`config.mk`:
```
export PLATFORM = sky130hd
export DESIGN_NAME = acc_cpu
export DESIGN_NICKNAME = d
export VERILOG_FILES = /design/src/rtl/acc_cpu_pkg.sv /design/src/rtl/acc_alu.sv /design/src/rtl/acc_ctrl.sv /design/src/rtl/acc_dpath.sv /design/src/rtl/acc_cpu.sv
export SDC_FILE = /design/constraint.sdc
export NUM_CORES = 1
export LEC_CHECK = 0
export ABC_CLOCK_PERIOD_IN_PS = 3770
export BUFFER_PORTS_ARGS = -buffer_cell sky130_fd_sc_hd__clkbuf_2
export CORE_MARGIN = 2
export CORE_UTILIZATION = 55
export CTS_BUF_LIST = sky130_fd_sc_hd__clkbuf_2
export DETAILED_ROUTE_END_ITERATION = 8
export PLACE_DENSITY = 0.73
export RECOVER_POWER = 25
export SLEW_MARGIN = 20
export SYNTH_ARGS = -nofsm -noshare
export SYNTH_HDL_FRONTEND = slang
export SYNTH_SLANG_ARGS = --single-unit
```
`constraint.sdc`:
```
create_clock -name clk -period 3.77 [get_ports clk]
set_input_delay 0.377 -clock clk [delete_from_list [all_inputs] [get_ports clk]]
set_output_delay 0.377 -clock clk [all_outputs]
set_load 0.02 [all_outputs]
```
`src/rtl/acc_cpu_pkg.sv`:
```
package acc_cpu_pkg;

    localparam int unsigned OPC_W  = 4;
    localparam int unsigned MODE_W = 2;

    typedef enum logic [OPC_W-1:0] {
        OP_NOP  = 4'h0,
        OP_LDA  = 4'h1,
        OP_STA  = 4'h2,
        OP_ADD  = 4'h3,
        OP_ADC  = 4'h4,
        OP_AND  = 4'h5,
        OP_OR   = 4'h6,
        OP_XOR  = 4'h7,
        OP_JMP  = 4'h8,
        OP_JC   = 4'h9,
        OP_JZ   = 4'hA,
        OP_IN   = 4'hB,
        OP_OUT  = 4'hC,
        OP_TAS  = 4'hD,
        OP_NOP2 = 4'hE,
        OP_HLT  = 4'hF
    } opcode_e;

    typedef enum logic [MODE_W-1:0] {
        AM_IMM = 2'b00,
        AM_DIR = 2'b01,
        AM_IND = 2'b10,
        AM_SPR = 2'b11
    } amode_e;

    typedef enum logic [3:0] {
        S_IDLE,
        S_FETCH,
        S_DECODE,
        S_OPND,
        S_INDIR,
        S_READ,
        S_WRITE,
        S_EXEC,
        S_HALT
    } state_e;

    typedef enum logic { AS_PC, AS_MAR } asel_e;
    typedef enum logic { MS_RDATA, MS_SPREL } msel_e;
    typedef enum logic [1:0] { AW_NONE, AW_ALU, AW_IN } accw_e;

    typedef struct packed {
        logic  mem_req;
        logic  mem_we;
        asel_e asel;
        logic  ir_ld;
        logic  pc_inc;
        logic  pc_load;
        logic  mar_ld;
        msel_e msel;
        logic  mdr_ld;
        accw_e accw;
        logic  out_ld;
        logic  sp_ld;
    } ctl_t;

    function automatic logic is_memref(opcode_e o);
        return (o >= OP_LDA) && (o <= OP_XOR);
    endfunction

    function automatic logic is_branch(opcode_e o);
        return (o >= OP_JMP) && (o <= OP_JZ);
    endfunction

endpackage

```
`src/rtl/acc_alu.sv`:
```
module acc_alu
    import acc_cpu_pkg::*;
#(
    parameter int unsigned DW = 8
) (
    input  opcode_e         op,
    input  logic [DW-1:0]   a,
    input  logic [DW-1:0]   b,
    input  logic            cin,
    output logic [DW-1:0]   y,
    output logic            cout,
    output logic            carry_wr
);

    logic [DW:0] sum;
    logic        cin_eff;

    always_comb begin
        cin_eff  = (op == OP_ADC) ? cin : 1'b0;
        sum      = {1'b0, a} + {1'b0, b} + {{DW{1'b0}}, cin_eff};
        cout     = sum[DW];
        carry_wr = (op == OP_ADD) || (op == OP_ADC);
        unique case (op)
            OP_LDA:         y = b;
            OP_ADD, OP_ADC: y = sum[DW-1:0];
            OP_AND:         y = a & b;
            OP_OR:          y = a | b;
            OP_XOR:         y = a ^ b;
            default:        y = a;
        endcase
    end

endmodule

```
`src/rtl/acc_ctrl.sv`:
```
module acc_ctrl
    import acc_cpu_pkg::*;
#(
    parameter int unsigned DW = 8
) (
    input  logic          clk,
    input  logic          rst_n,
    input  logic [DW-1:0] ir,
    input  logic          mem_ack,
    input  logic          carry,
    input  logic          zero,
    output ctl_t          ctl,
    output logic          halted
);

    state_e  state;
    state_e  nxt;
    opcode_e op;
    amode_e  md;
    logic    taken;

    assign op     = opcode_e'(ir[DW-1 -: OPC_W]);
    assign md     = amode_e'(ir[MODE_W-1:0]);
    assign taken  = (op == OP_JMP) || ((op == OP_JC) && carry) || ((op == OP_JZ) && zero);
    assign halted = (state == S_HALT);

    always_ff @(posedge clk or negedge rst_n) begin
        if (!rst_n) state <= S_IDLE;
        else        state <= nxt;
    end

    always_comb begin
        nxt = state;
        unique case (state)
            S_IDLE:   nxt = S_FETCH;
            S_FETCH:  if (mem_ack) nxt = S_DECODE;
            S_DECODE: begin
                if (is_memref(op) || is_branch(op)) nxt = S_OPND;
                else if (op == OP_HLT)              nxt = S_HALT;
                else                                nxt = S_FETCH;
            end
            S_OPND: begin
                if (mem_ack) begin
                    if (is_branch(op))      nxt = S_FETCH;
                    else if (md == AM_IMM)  nxt = (op == OP_STA) ? S_WRITE : S_EXEC;
                    else if (md == AM_IND)  nxt = S_INDIR;
                    else                    nxt = (op == OP_STA) ? S_WRITE : S_READ;
                end
            end
            S_INDIR:  if (mem_ack) nxt = (op == OP_STA) ? S_WRITE : S_READ;
            S_READ:   if (mem_ack) nxt = S_EXEC;
            S_WRITE:  if (mem_ack) nxt = S_FETCH;
            S_EXEC:   nxt = S_FETCH;
            S_HALT:   nxt = S_HALT;
            default:  nxt = S_IDLE;
        endcase
    end

    always_comb begin
        ctl = '0;
        unique case (state)
            S_FETCH: begin
                ctl.mem_req = 1'b1;
                ctl.asel    = AS_PC;
                ctl.ir_ld   = mem_ack;
                ctl.pc_inc  = mem_ack;
            end
            S_DECODE: begin
                if (op == OP_IN)  ctl.accw   = AW_IN;
                if (op == OP_OUT) ctl.out_ld = 1'b1;
                if (op == OP_TAS) ctl.sp_ld  = 1'b1;
            end
            S_OPND: begin
                ctl.mem_req = 1'b1;
                ctl.asel    = AS_PC;
                if (mem_ack) begin
                    if (is_branch(op)) begin
                        ctl.pc_load = taken;
                        ctl.pc_inc  = !taken;
                    end else begin
                        ctl.pc_inc = 1'b1;
                        if (md == AM_IMM && op != OP_STA) begin
                            ctl.mdr_ld = 1'b1;
                        end else begin
                            ctl.mar_ld = 1'b1;
                            ctl.msel   = (md == AM_SPR) ? MS_SPREL : MS_RDATA;
                        end
                    end
                end
            end
            S_INDIR: begin
                ctl.mem_req = 1'b1;
                ctl.asel    = AS_MAR;
                ctl.mar_ld  = mem_ack;
                ctl.msel    = MS_RDATA;
            end
            S_READ: begin
                ctl.mem_req = 1'b1;
                ctl.asel    = AS_MAR;
                ctl.mdr_ld  = mem_ack;
            end
            S_WRITE: begin
                ctl.mem_req = 1'b1;
                ctl.mem_we  = 1'b1;
                ctl.asel    = AS_MAR;
            end
            S_EXEC:  ctl.accw = AW_ALU;
            default: ;
        endcase
    end


    halt_sticky_chk: assert property (@(posedge clk) disable iff (!rst_n)
        (state == S_HALT) |=> (state == S_HALT));


    we_needs_req_chk: assert property (@(posedge clk) disable iff (!rst_n)
        ctl.mem_we |-> ctl.mem_req);


    pc_single_src_chk: assert property (@(posedge clk) disable iff (!rst_n)
        !(ctl.pc_inc && ctl.pc_load));

endmodule

```
`src/rtl/acc_dpath.sv`:
```
module acc_dpath
    import acc_cpu_pkg::*;
#(
    parameter int unsigned   DW      = 8,
    parameter logic [DW-1:0] SP_INIT = '1
) (
    input  logic          clk,
    input  logic          rst_n,
    input  ctl_t          ctl,
    input  logic [DW-1:0] mem_rdata,
    input  logic [DW-1:0] in_data,
    output logic [DW-1:0] mem_addr,
    output logic [DW-1:0] mem_wdata,
    output logic [DW-1:0] ir,
    output logic          carry,
    output logic          zero,
    output logic [DW-1:0] out_data,
    output logic          out_strobe
);

    logic [DW-1:0] pc, mar, mdr, acc, sp;
    logic [DW-1:0] alu_y;
    logic          alu_co, alu_cw;
    logic [DW-1:0] mar_nxt;

    acc_alu #(.DW(DW)) u_alu (
        .op       (opcode_e'(ir[DW-1 -: OPC_W])),
        .a        (acc),
        .b        (mdr),
        .cin      (carry),
        .y        (alu_y),
        .cout     (alu_co),
        .carry_wr (alu_cw)
    );

    assign mem_addr  = (ctl.asel == AS_PC) ? pc : mar;
    assign mem_wdata = acc;
    assign mar_nxt   = (ctl.msel == MS_SPREL) ? (sp + mem_rdata) : mem_rdata;

    always_ff @(posedge clk or negedge rst_n) begin
        if (!rst_n) begin
            pc  <= '0;
            ir  <= '0;
            mar <= '0;
            mdr <= '0;
            sp  <= SP_INIT;
        end else begin
            if (ctl.pc_load)     pc <= mem_rdata;
            else if (ctl.pc_inc) pc <= pc + 1'b1;
            if (ctl.ir_ld)  ir  <= mem_rdata;
            if (ctl.mar_ld) mar <= mar_nxt;
            if (ctl.mdr_ld) mdr <= mem_rdata;
            if (ctl.sp_ld)  sp  <= acc;
        end
    end

    always_ff @(posedge clk or negedge rst_n) begin
        if (!rst_n) begin
            acc   <= '0;
            carry <= 1'b0;
            zero  <= 1'b0;
        end else if (ctl.accw == AW_ALU) begin
            acc  <= alu_y;
            zero <= (alu_y == '0);
            if (alu_cw) carry <= alu_co;
        end else if (ctl.accw == AW_IN) begin
            acc  <= in_data;
            zero <= (in_data == '0);
        end
    end

    always_ff @(posedge clk or negedge rst_n) begin
        if (!rst_n) begin
            out_data   <= '0;
            out_strobe <= 1'b0;
        end else begin
            out_strobe <= ctl.out_ld;
            if (ctl.out_ld) out_data <= acc;
        end
    end


    out_pulse_chk: assert property (@(posedge clk) disable iff (!rst_n)
        out_strobe |=> !out_strobe);

endmodule

```
`src/rtl/acc_cpu.sv`:
```
module acc_cpu
    import acc_cpu_pkg::*;
#(
    parameter int unsigned   DW      = 8,
    parameter logic [DW-1:0] SP_INIT = '1
) (
    input  logic          clk,
    input  logic          rst_n,
    output logic          mem_req,
    output logic          mem_we,
    output logic [DW-1:0] mem_addr,
    output logic [DW-1:0] mem_wdata,
    input  logic [DW-1:0] mem_rdata,
    input  logic          mem_ack,
    input  logic [DW-1:0] in_data,
    output logic [DW-1:0] out_data,
    output logic          out_strobe,
    output logic          halted
);

    ctl_t          ctl;
    logic [DW-1:0] ir;
    logic          carry, zero;

    acc_ctrl #(.DW(DW)) u_ctrl (
        .clk     (clk),
        .rst_n   (rst_n),
        .ir      (ir),
        .mem_ack (mem_ack),
        .carry   (carry),
        .zero    (zero),
        .ctl     (ctl),
        .halted  (halted)
    );

    acc_dpath #(.DW(DW), .SP_INIT(SP_INIT)) u_dpath (
        .clk        (clk),
        .rst_n      (rst_n),
        .ctl        (ctl),
        .mem_rdata  (mem_rdata),
        .in_data    (in_data),
        .mem_addr   (mem_addr),
        .mem_wdata  (mem_wdata),
        .ir         (ir),
        .carry      (carry),
        .zero       (zero),
        .out_data   (out_data),
        .out_strobe (out_strobe)
    );

    assign mem_req = ctl.mem_req;
    assign mem_we  = ctl.mem_we;


    req_hold_chk: assert property (@(posedge clk) disable iff (!rst_n)
        (mem_req && !mem_ack) |=> (mem_req && $stable(mem_addr) && $stable(mem_we) && $stable(mem_wdata)));


    halt_quiet_chk: assert property (@(posedge clk) disable iff (!rst_n)
        halted |-> !mem_req);

endmodule

```
* After elaboration in Yosys (flattened, before gate mapping)
Cells that the tools add are included.
Word-level totals: register bits 63, input port bits 19, output and inout bits 28, word-level logic and storage cells 119
Operators by class: add/sub/neg operators 4, order comparisons 4, eq/ne operators 32, muxes and demuxes 43, bitwise logic cells 3, reductions and logical operators 22
Operators by type and width (count):
- $mux W8 | 6
- $mux W4 | 10
- $pmux W8 S5 | 1
- $eq A4 B3 Y1 const B | 8
- $eq A4 B4 Y1 const B | 8
- $pmux W4 S8 | 1
- $eq A4 B2 Y1 const B | 4
- $logic_not A8 Y1 | 2
- $mux W1 | 15
- $ne A2 B2 Y1 const B | 5
- $add A8 B8 Y9 | 1
- $add A9 B1 Y9 | 1
- $add A8 B1 Y8 const B | 1
- $add A8 B8 Y8 | 1
- $and A8 B8 Y8 | 1
- $eq A4 B1 Y1 const B | 2
- $mux W2 | 4
- $or A8 B8 Y8 | 1
- $pmux W2 S2 | 2
- $xor A8 B8 Y8 | 1
- $eq A2 B2 Y1 const B | 3
- $logic_and A1 B1 Y1 | 5
- $mux W5 | 1
- $reduce_and A5 Y1 | 1
- other kinds (17) | 23

* Longest topological paths before layout
Gate-level depths: netlist of the first run.
depth after elaboration 10, gate-level depth with buffers 13, depth with buffers taken out 11

* Hierarchy
Synthesis of the first run repeated with hierarchy kept, for this count alone.
Unflattened totals: cell total of the unflattened synthesis 474, area, all modules 4501.8 µm²
Modules (own cells, without submodules):
- acc_dpath | instances 1, cells each 258, area an instance 2920.3 µm², sequential area each 1486.4 µm²
- acc_alu | instances 1, cells each 134, area an instance 982.2 µm², sequential area each 0.0 µm²
- acc_ctrl | instances 1, cells each 82, area an instance 599.3 µm², sequential area each 100.1 µm²

* Worst setup path before layout of the first run
OpenSTA, ideal clock, no wires.
path type flip-flop to flip-flop, start point reg u_dpath.ir[7], end point reg u_dpath.zero, setup time 0.066 ns, arrival time 2.849 ns, data required time 3.704 ns, setup slack 0.855 ns, cell stages (with the launch flop) 13, path buffers 2, clock period less this slack 2.915 ns, cells stage by stage dfrtp_1 > buf_2 > buf_2 > nor2_1 > nand3_1 > fa_1 > fa_1 > o22ai_1 > nor2b_1 > nor4b_2 > o2111ai_1 > nor4_1 > a41o_1
On the way: cells in the longest elaborated chain, start to end 6, elaborated cells between the ends (all ways) 18, those cells by class add/sub (1); eq/ne (9); mux (5); reduce/logical (3)
Ends and longest elaborated chain:
- start, declared | line acc_dpath.sv:14 | output logic [DW-1:0] ir,
- start signal, assigned | line acc_dpath.sv:50 | if (ctl.ir_ld) ir <= mem_rdata;
- $eq A4 B3 Y1 | line acc_alu.sv:19, acc_alu.sv:23
- $mux W1 | line acc_alu.sv:19 | cin_eff = (op == OP_ADC) ? cin : 1'b0;
- $add A9 B1 Y9 | line acc_alu.sv:20 | sum = {1'b0, a} + {1'b0, b} + {{DW{1'b0}}, cin_eff};
- $pmux W8 S5 | line acc_alu.sv:23 | unique case (op)
- $logic_not A8 Y1 | line acc_dpath.sv:64 | zero <= (alu_y == '0);
- $mux W1 | line acc_dpath.sv:62 | end else if (ctl.accw == AW_ALU) begin
- end signal, assigned | line acc_dpath.sv:64
- end signal, assigned | line acc_dpath.sv:68 | zero <= (in_data == '0);
- end, declared | line acc_dpath.sv:16 | output logic zero,
Several ways; a longest one is shown, not always the timed one. A chain may end at the register's enable or synchronous reset.

* Worst setup path after layout of the first run
start point reg u_dpath.ir[5], end point reg u_dpath.zero
Same word-level chain as after synthesis.

==> results of run 1 <==
-- flip-flops by register name, indices dropped and copies added (netlist names) --
signal and flops:
u_dpath.mem_wdata 8, u_ctrl.state 4, u_dpath.pc 8, u_dpath.mdr 8, u_dpath.ir 6, u_dpath.mar 8, u_dpath.sp 8, u_dpath.out_strobe 1
u_dpath.carry 1, u_dpath.zero 1, u_dpath.out_data 8
-- power by group --
group	total (mW)	internal (mW)	leakage, nW	switching [mW]
combinational	2.69	1.10	1.39	1.58
sequential	1.33	0.970	0.736	0.355
clock	0.406	0.154	0.0694	0.252
-- final cells by class --
class / count / area [sq um]
Fill cell: 706 / 2950
Multi-Input combinational cell: 382 / 2640
Sequential cell: 61 / 1540
Timing Repair Buffer: 54 / 292
Tap cell: 102 / 128
Inverter: 31 / 116
Clock buffer: 11 / 55.1
Clock inverter: 5 / 51.3
-- worst reg2reg max path, stage by stage (launching register included) --
cell       delay (ns)
dfrtp_1          0.41
nor2b_1          0.31
nand3_1          0.14
fa_1             0.41
fa_1             0.52
o22ai_1          0.08
nor2b_1          0.15
nor4b_2          0.36
o2111ai_1        0.17
nor4_1           0.28
a41o_1           0.19
-- cells by family (layout without fill, tap and decap cells) --
family,after synthesis,after routing,synth area share [%]
AND/OR/NAND/NOR,165,165,19.8
AO/OA/AOI/OAI,147,147,20.6
flip-flops,61,61,34.6
buffers and inverters,57,101,5.94
multiplexers,36,36,9.49
adder cells (fa/ha/maj),28,28,8.39
XOR/XNOR,6,6,1.18
-- per-stage QoR --
stage	instance area (sq um)	utilization, %	power, mW
6_report	4820	62.0	4.42
5_1_grt	4820	62.0	4.80
4_1_cts	4810	61.9	4.40
3_5_place_dp	4700	60.6	3.98
3_3_place_gp	4700	60.6	3.89
2_1_floorplan	4440	-	3.33
-- metal layers --
metal | up-vias | wire length, um
met1 | 1919 | 5030
met2 | 165 | 5270
met5 | - | 0
li1 | 1864 | -
met4 | 0 | 289
met3 | 30 | 793
-- placed cells by master (no fill, tap or decap), drive strengths merged, types with 3 or more instances in the layout --
cell type	n
xnor2	3
inv	31
ha	25
dfstp	8
clkinv	3
a21oi	44
or3	3
o22ai	5
a31oi	6
nand2b	15
nor3b	5
o21bai	5
nor2	41
nand2	47
nor3	8
o22a	3
mux2	28
o21a	3
nor4	4
o21ai	54
nand3	10
clkbuf	57
fa	3
dfrtp	53
o31ai	4
buf	7
nor2b	9
mux2i	8
nor4b	5
nand4	4
xor2	3
-- worst max-delay path by stage --
stage / to / slack, ns / cells after the start
CTS: u_dpath.zero / 0.71 / 10
global placement: u_dpath.zero / 0.85 / 10
finish: u_dpath.zero / 0.71 / 10
floorplan: u_dpath.zero / 0.85 / 12
detailed placement: u_dpath.zero / 0.74 / 10
global route: u_dpath.zero / 0.46 / 8
==> impl_metrics.env, run 1 <==
export IMPL_status="finished with violations"
export IMPL_violations="max-capacitance violations, max-slew violations"
export IMPL_grt_use_met3_pct=5.22
export IMPL_critPathCaptureType="flip-flop"
export IMPL_final_layout_size_suffix_gt1_share_pct=21.9
export IMPL_max_freq_ghz=0.327
export IMPL_vias=3978
export IMPL_post_cts_buffers=0
export IMPL_clk_path_buf_depth=2
export IMPL_use_met2_pct=42.9
export IMPL_synth_top_cells_by_area="dfrtp_1 (30%), ha_1 (7.0%), a21oi_1 (4.8%), mux2_2 (4.8%), dfstp_2 (4.7%)"
export IMPL_finalSetupTns_ns=0
export IMPL_final_period_utilization_pct=81.2
export IMPL_yosysSeqAreaShare_pct=34.6
export IMPL_path_cells="nor2b_1 > nand3_1 > fa_1 > fa_1 > o22ai_1 > nor2b_1 > nor4b_2 > o2111ai_1 > nor4_1 > a41o_1"
export IMPL_synth_top_cell_by_area="dfrtp_1"
export IMPL_worst_slack_ns=0.709
export IMPL_vias_per_cell=6.16
export IMPL_hold_path_class="in -> reg"
export IMPL_grt_pass1_vias=3802
export IMPL_r2r_end="u_dpath.zero"
export IMPL_coreArea_sq_um=7770
export IMPL_final_max_slew_viol_count=43
export IMPL_antenna_found_initial=0
export IMPL_async_flop_share_pct=100
export IMPL_antenna_cells=0
export IMPL_cts_buffers=9
export IMPL_path_clk_slew_ns=0.18
export IMPL_min_period_ns=3.06
export IMPL_grt_usage_pct=27.8
export IMPL_r2r_setup_slack_ns=0.71
export IMPL_clk_latency_ns=0.50
export IMPL_maxCapViolCount=1
export IMPL_rows=32
export IMPL_dp_cells=629
export IMPL_rsz0062_at_grt="no"
export IMPL_synth_top_area_share_pct=29.9
export IMPL_place_congestion=0.995
export IMPL_syn_num_nets=547
export IMPL_yosysMostFrequentCell="dfrtp_1"
export IMPL_place_ws_ns=0.740
export IMPL_port_buffers=46
export IMPL_cts_sinks=61
export IMPL_pin_count=47
export IMPL_yosys_most_used_dff="dfrtp_1"
export IMPL_chipHeight_um=93.9
export IMPL_critPathKind="reg -> reg"
export IMPL_hold_start="in_data[5]"
export IMPL_synthDistinctLibCells=72
export IMPL_synthToLayoutAreaGrowth_pct=8.51
export IMPL_cts_root_buf="clkbuf_2"
export IMPL_synth_edf_count=0
export IMPL_slowest_stage="fa_1"
export IMPL_drc_errors=0
export IMPL_die_w_um=93.9
export IMPL_wl_per_cell_um=17.6
export IMPL_critPathMaxStageDelay_ns=0.52
export IMPL_hold_end="u_dpath.mem_wdata[5]"
export IMPL_htreeDepth=3
export IMPL_peakVddDrop_uv=505
export IMPL_timing_rr_start="u_dpath.ir[5]"
export IMPL_routed_wl_mm=11.4
export IMPL_dp_hpwl_mm=8.35
export IMPL_die_area_sq_um=8810
export IMPL_start_util_pct=57.2
export IMPL_ctsHoldBuffers=0
export IMPL_whs_ns=0.172
export IMPL_antenna_left=0
export IMPL_cts_resized=0
export IMPL_critPathRequiredTime_ns=4.23
export IMPL_syn_inst=500
export IMPL_drtIter0Drc=304
export IMPL_cpLargestDelayFamily="simple AND/OR/NAND/NOR gates"
export IMPL_synth_area_sq_um=4440
export IMPL_cellLeakagePower_nw=2.20
export IMPL_power_density_nw_per_um2=917
export IMPL_grt_pass1_wl_mm=19.0
export IMPL_r2r_cells=10
export IMPL_start_kind="flip-flop"
export IMPL_busiest_layer="met2"
export IMPL_setup_violations_final=0
export IMPL_holdPathStages=3
export IMPL_worst_pin_slew_ns=2.38
export IMPL_overflow=0
export IMPL_grt_max_degree=43
export IMPL_maxSlewHeadroom_pct=-58.8
export IMPL_critPathMaxFanout=5
export IMPL_critical_path_arrival_ns=3.52
export IMPL_ys_warn_count=0
export IMPL_cp_startpoint="u_dpath.ir[5]"
export IMPL_grt_util_met1_pct=39.1
export IMPL_synth_area_per_cell_sq_um=8.88
export IMPL_ys_ff_latch=61
export IMPL_cts_tree="built"
export IMPL_finalHoldViolations=0
export IMPL_fin_nets=586
export IMPL_path_buf_inv=0
export IMPL_synthTopCellsByCount="dfrtp_1 (53), nand2_1 (46), a21oi_1 (43), o21ai_0 (42), nor2_1 (39)"
export IMPL_finalClockSkew_ns=0.0171
export IMPL_dr_pass1_iters=5
export IMPL_final_cells=646
No activity file was read; power rests on OpenSTA's default activity.
==> inputs of run 2 (changes only) <==
--- a/config.mk
+++ b/config.mk
@@ -5,7 +5,7 @@
 export SDC_FILE = /design/constraint.sdc
 export NUM_CORES = 1
 export LEC_CHECK = 0
-export ABC_CLOCK_PERIOD_IN_PS = 3770
+export ABC_CLOCK_PERIOD_IN_PS = 3050
 export BUFFER_PORTS_ARGS = -buffer_cell sky130_fd_sc_hd__clkbuf_2
 export CORE_MARGIN = 2
 export CORE_UTILIZATION = 55
==> constraint.sdc (replaced) <==
create_clock -name clk -period 3.05 [get_ports clk]
set_input_delay 0.305 -clock clk [delete_from_list [all_inputs] [get_ports clk]]
set_output_delay 0.305 -clock clk [all_outputs]
set_load 0.02 [all_outputs]
==> impl_metrics.env, run 2 (same netlist as run 1, synthesis figures left out) <==
export IMPL_htreeDepth=3
export IMPL_mostFrequentLayoutCells="clkbuf_2 (57), dfrtp_1 (53), nand2_1 (46)"
export IMPL_final_layout_size_suffix_gt1_share_pct=23.1
export IMPL_cts_tree="built"
export IMPL_path_clk_slew_ns=0.21
export IMPL_fill_cells=685
export IMPL_antenna_found_initial=0
export IMPL_synthToLayoutAreaGrowth_pct=10.3
export IMPL_dr_pass1_iters=5
export IMPL_overflow=0
export IMPL_power_mw=5.54
export IMPL_finalClockSkew_ns=0.0430
export IMPL_maxCapViolCount=1
export IMPL_dp_hpwl_mm=8.56
export IMPL_pin_count=47
export IMPL_min_period_ns=2.83
export IMPL_finalHoldViolations=0
export IMPL_wl_per_cell_um=17.6
export IMPL_placed_cell_area_sq_um=4790
export IMPL_die_w_um=93.9
export IMPL_finalSetupTns_ns=0
export IMPL_coreArea_sq_um=7770
export IMPL_clk_path_buf_depth=2
export IMPL_cts_buffers=9
export IMPL_mostFrequentLayoutCell="clkbuf_2"
export IMPL_grt_max_degree=32
export IMPL_drc_errors=0
export IMPL_vias_per_cell=6.02
export IMPL_final_area_sq_um=4900
export IMPL_rows=32
export IMPL_cellLeakagePower_nw=2.25
export IMPL_antenna_left=0
export IMPL_start_util_pct=57.2
export IMPL_critPathMaxFanout=2
export IMPL_routed_wl_mm=11.6
export IMPL_cts_root_buf="clkbuf_2"
export IMPL_maxSlewHeadroom_pct=-15.5
export IMPL_drtIter0Drc=219
export IMPL_start_kind="flip-flop"
export IMPL_port_buffers=46
export IMPL_status="finished with violations"
export IMPL_antenna_cells=0
export IMPL_vias=3954
export IMPL_cts_sinks=61
export IMPL_power_density_nw_per_um2=1130
export IMPL_final_max_slew_viol_count=32
export IMPL_clk_latency_ns=0.52
export IMPL_grt_usage_pct=28.3
export IMPL_place_congestion=0.891
export IMPL_hold_path_class="in -> reg"
export IMPL_max_freq_ghz=0.353
export IMPL_grt_pass1_wl_mm=19.2
export IMPL_critPathCaptureType="flip-flop"
export IMPL_critPathKind="reg -> reg"
export IMPL_critPathRequiredTime_ns=3.53
export IMPL_grt_pass1_vias=3801
export IMPL_die_area_sq_um=8810
export IMPL_fin_nets=598
export IMPL_final_period_utilization_pct=92.8
export IMPL_peakVddDrop_uv=538
export IMPL_rsz0062_at_grt="no"
export IMPL_post_cts_buffers=0
export IMPL_chipHeight_um=93.9
export IMPL_setup_violations_final=0
export IMPL_critical_path_arrival_ns=3.31
export IMPL_worst_pin_slew_ns=1.73
export IMPL_violations="max-capacitance violations, max-slew violations"
## run 2: per-stage QoR
stage               std cells  hold WS, ns  setup slack, ns  utilization, %
floorplan                 500      0.00941            0.135               -
global placement          641        0.153            0.266            61.7
detailed placement        641        0.159            0.161            61.7
CTS                       657       0.0895            0.167            63.1
global route              657       0.0927           0.0215            63.1
finish                    657       0.0985            0.219            63.1
## run 2: final timing paths
check,start,slack [ns],endpoint,depth (start not counted)
max in group asynchronous,rst_n,0.91,u_dpath.mdr[7],3
min in group asynchronous,rst_n,0.19,u_ctrl.state[2],2
worst min register to register,u_dpath.out_data[1],0.50,u_dpath.out_data[1],2
worst max-delay path,u_dpath.ir[5],0.22,u_dpath.zero,10
worst max register to register,u_dpath.ir[5],0.22,u_dpath.zero,10
worst min-delay path,in_data[6],0.1,u_dpath.mem_wdata[6],3
## run 2: power breakdown
| part | switching (mW) | total (mW) | internal (mW) |
|---|---|---|---|
| Combinational | 2.07 | 3.49 | 1.42 |
| Clock | 0.304 | 0.495 | 0.191 |
| Sequential | 0.349 | 1.55 | 1.20 |
## run 2: layer usage
layer / GRT usage, % / wire length (um)
met1: 39.4 / 5400
met5: 0 / 0
met4: 9.30 / 166
met2: 44.9 / 5440
met3: 4.57 / 579
## run 2: critical path, cell delays in order (launching register included)
cell,delay (ns)
dfrtp_1,0.41
nor2b_1,0.15
nand3_1,0.12
fa_1,0.42
fa_1,0.51
nand2b_1,0.10
a21oi_1,0.09
nor4b_2,0.34
o2111ai_1,0.18
nor4_2,0.29
a41o_1,0.21
## run 2: timing repair
action | CTS | global route
resized for setup | 0 | 1
endpoints found under the setup margin | 0 | 1
hold buffers | 1 | 0
endpoints found under the hold margin | 30 | 0
## run 2: cell type report
class,count,area [sq um],area share (%)
clock buffer,12,60.1,1.23
inverter,31,116,2.37
timing repair buffer,66,374,7.64
multi-input combinational,382,2650,54.0
clock inverter,3,37.5,0.766
tap,102,128,2.60
sequential,61,1540,31.4
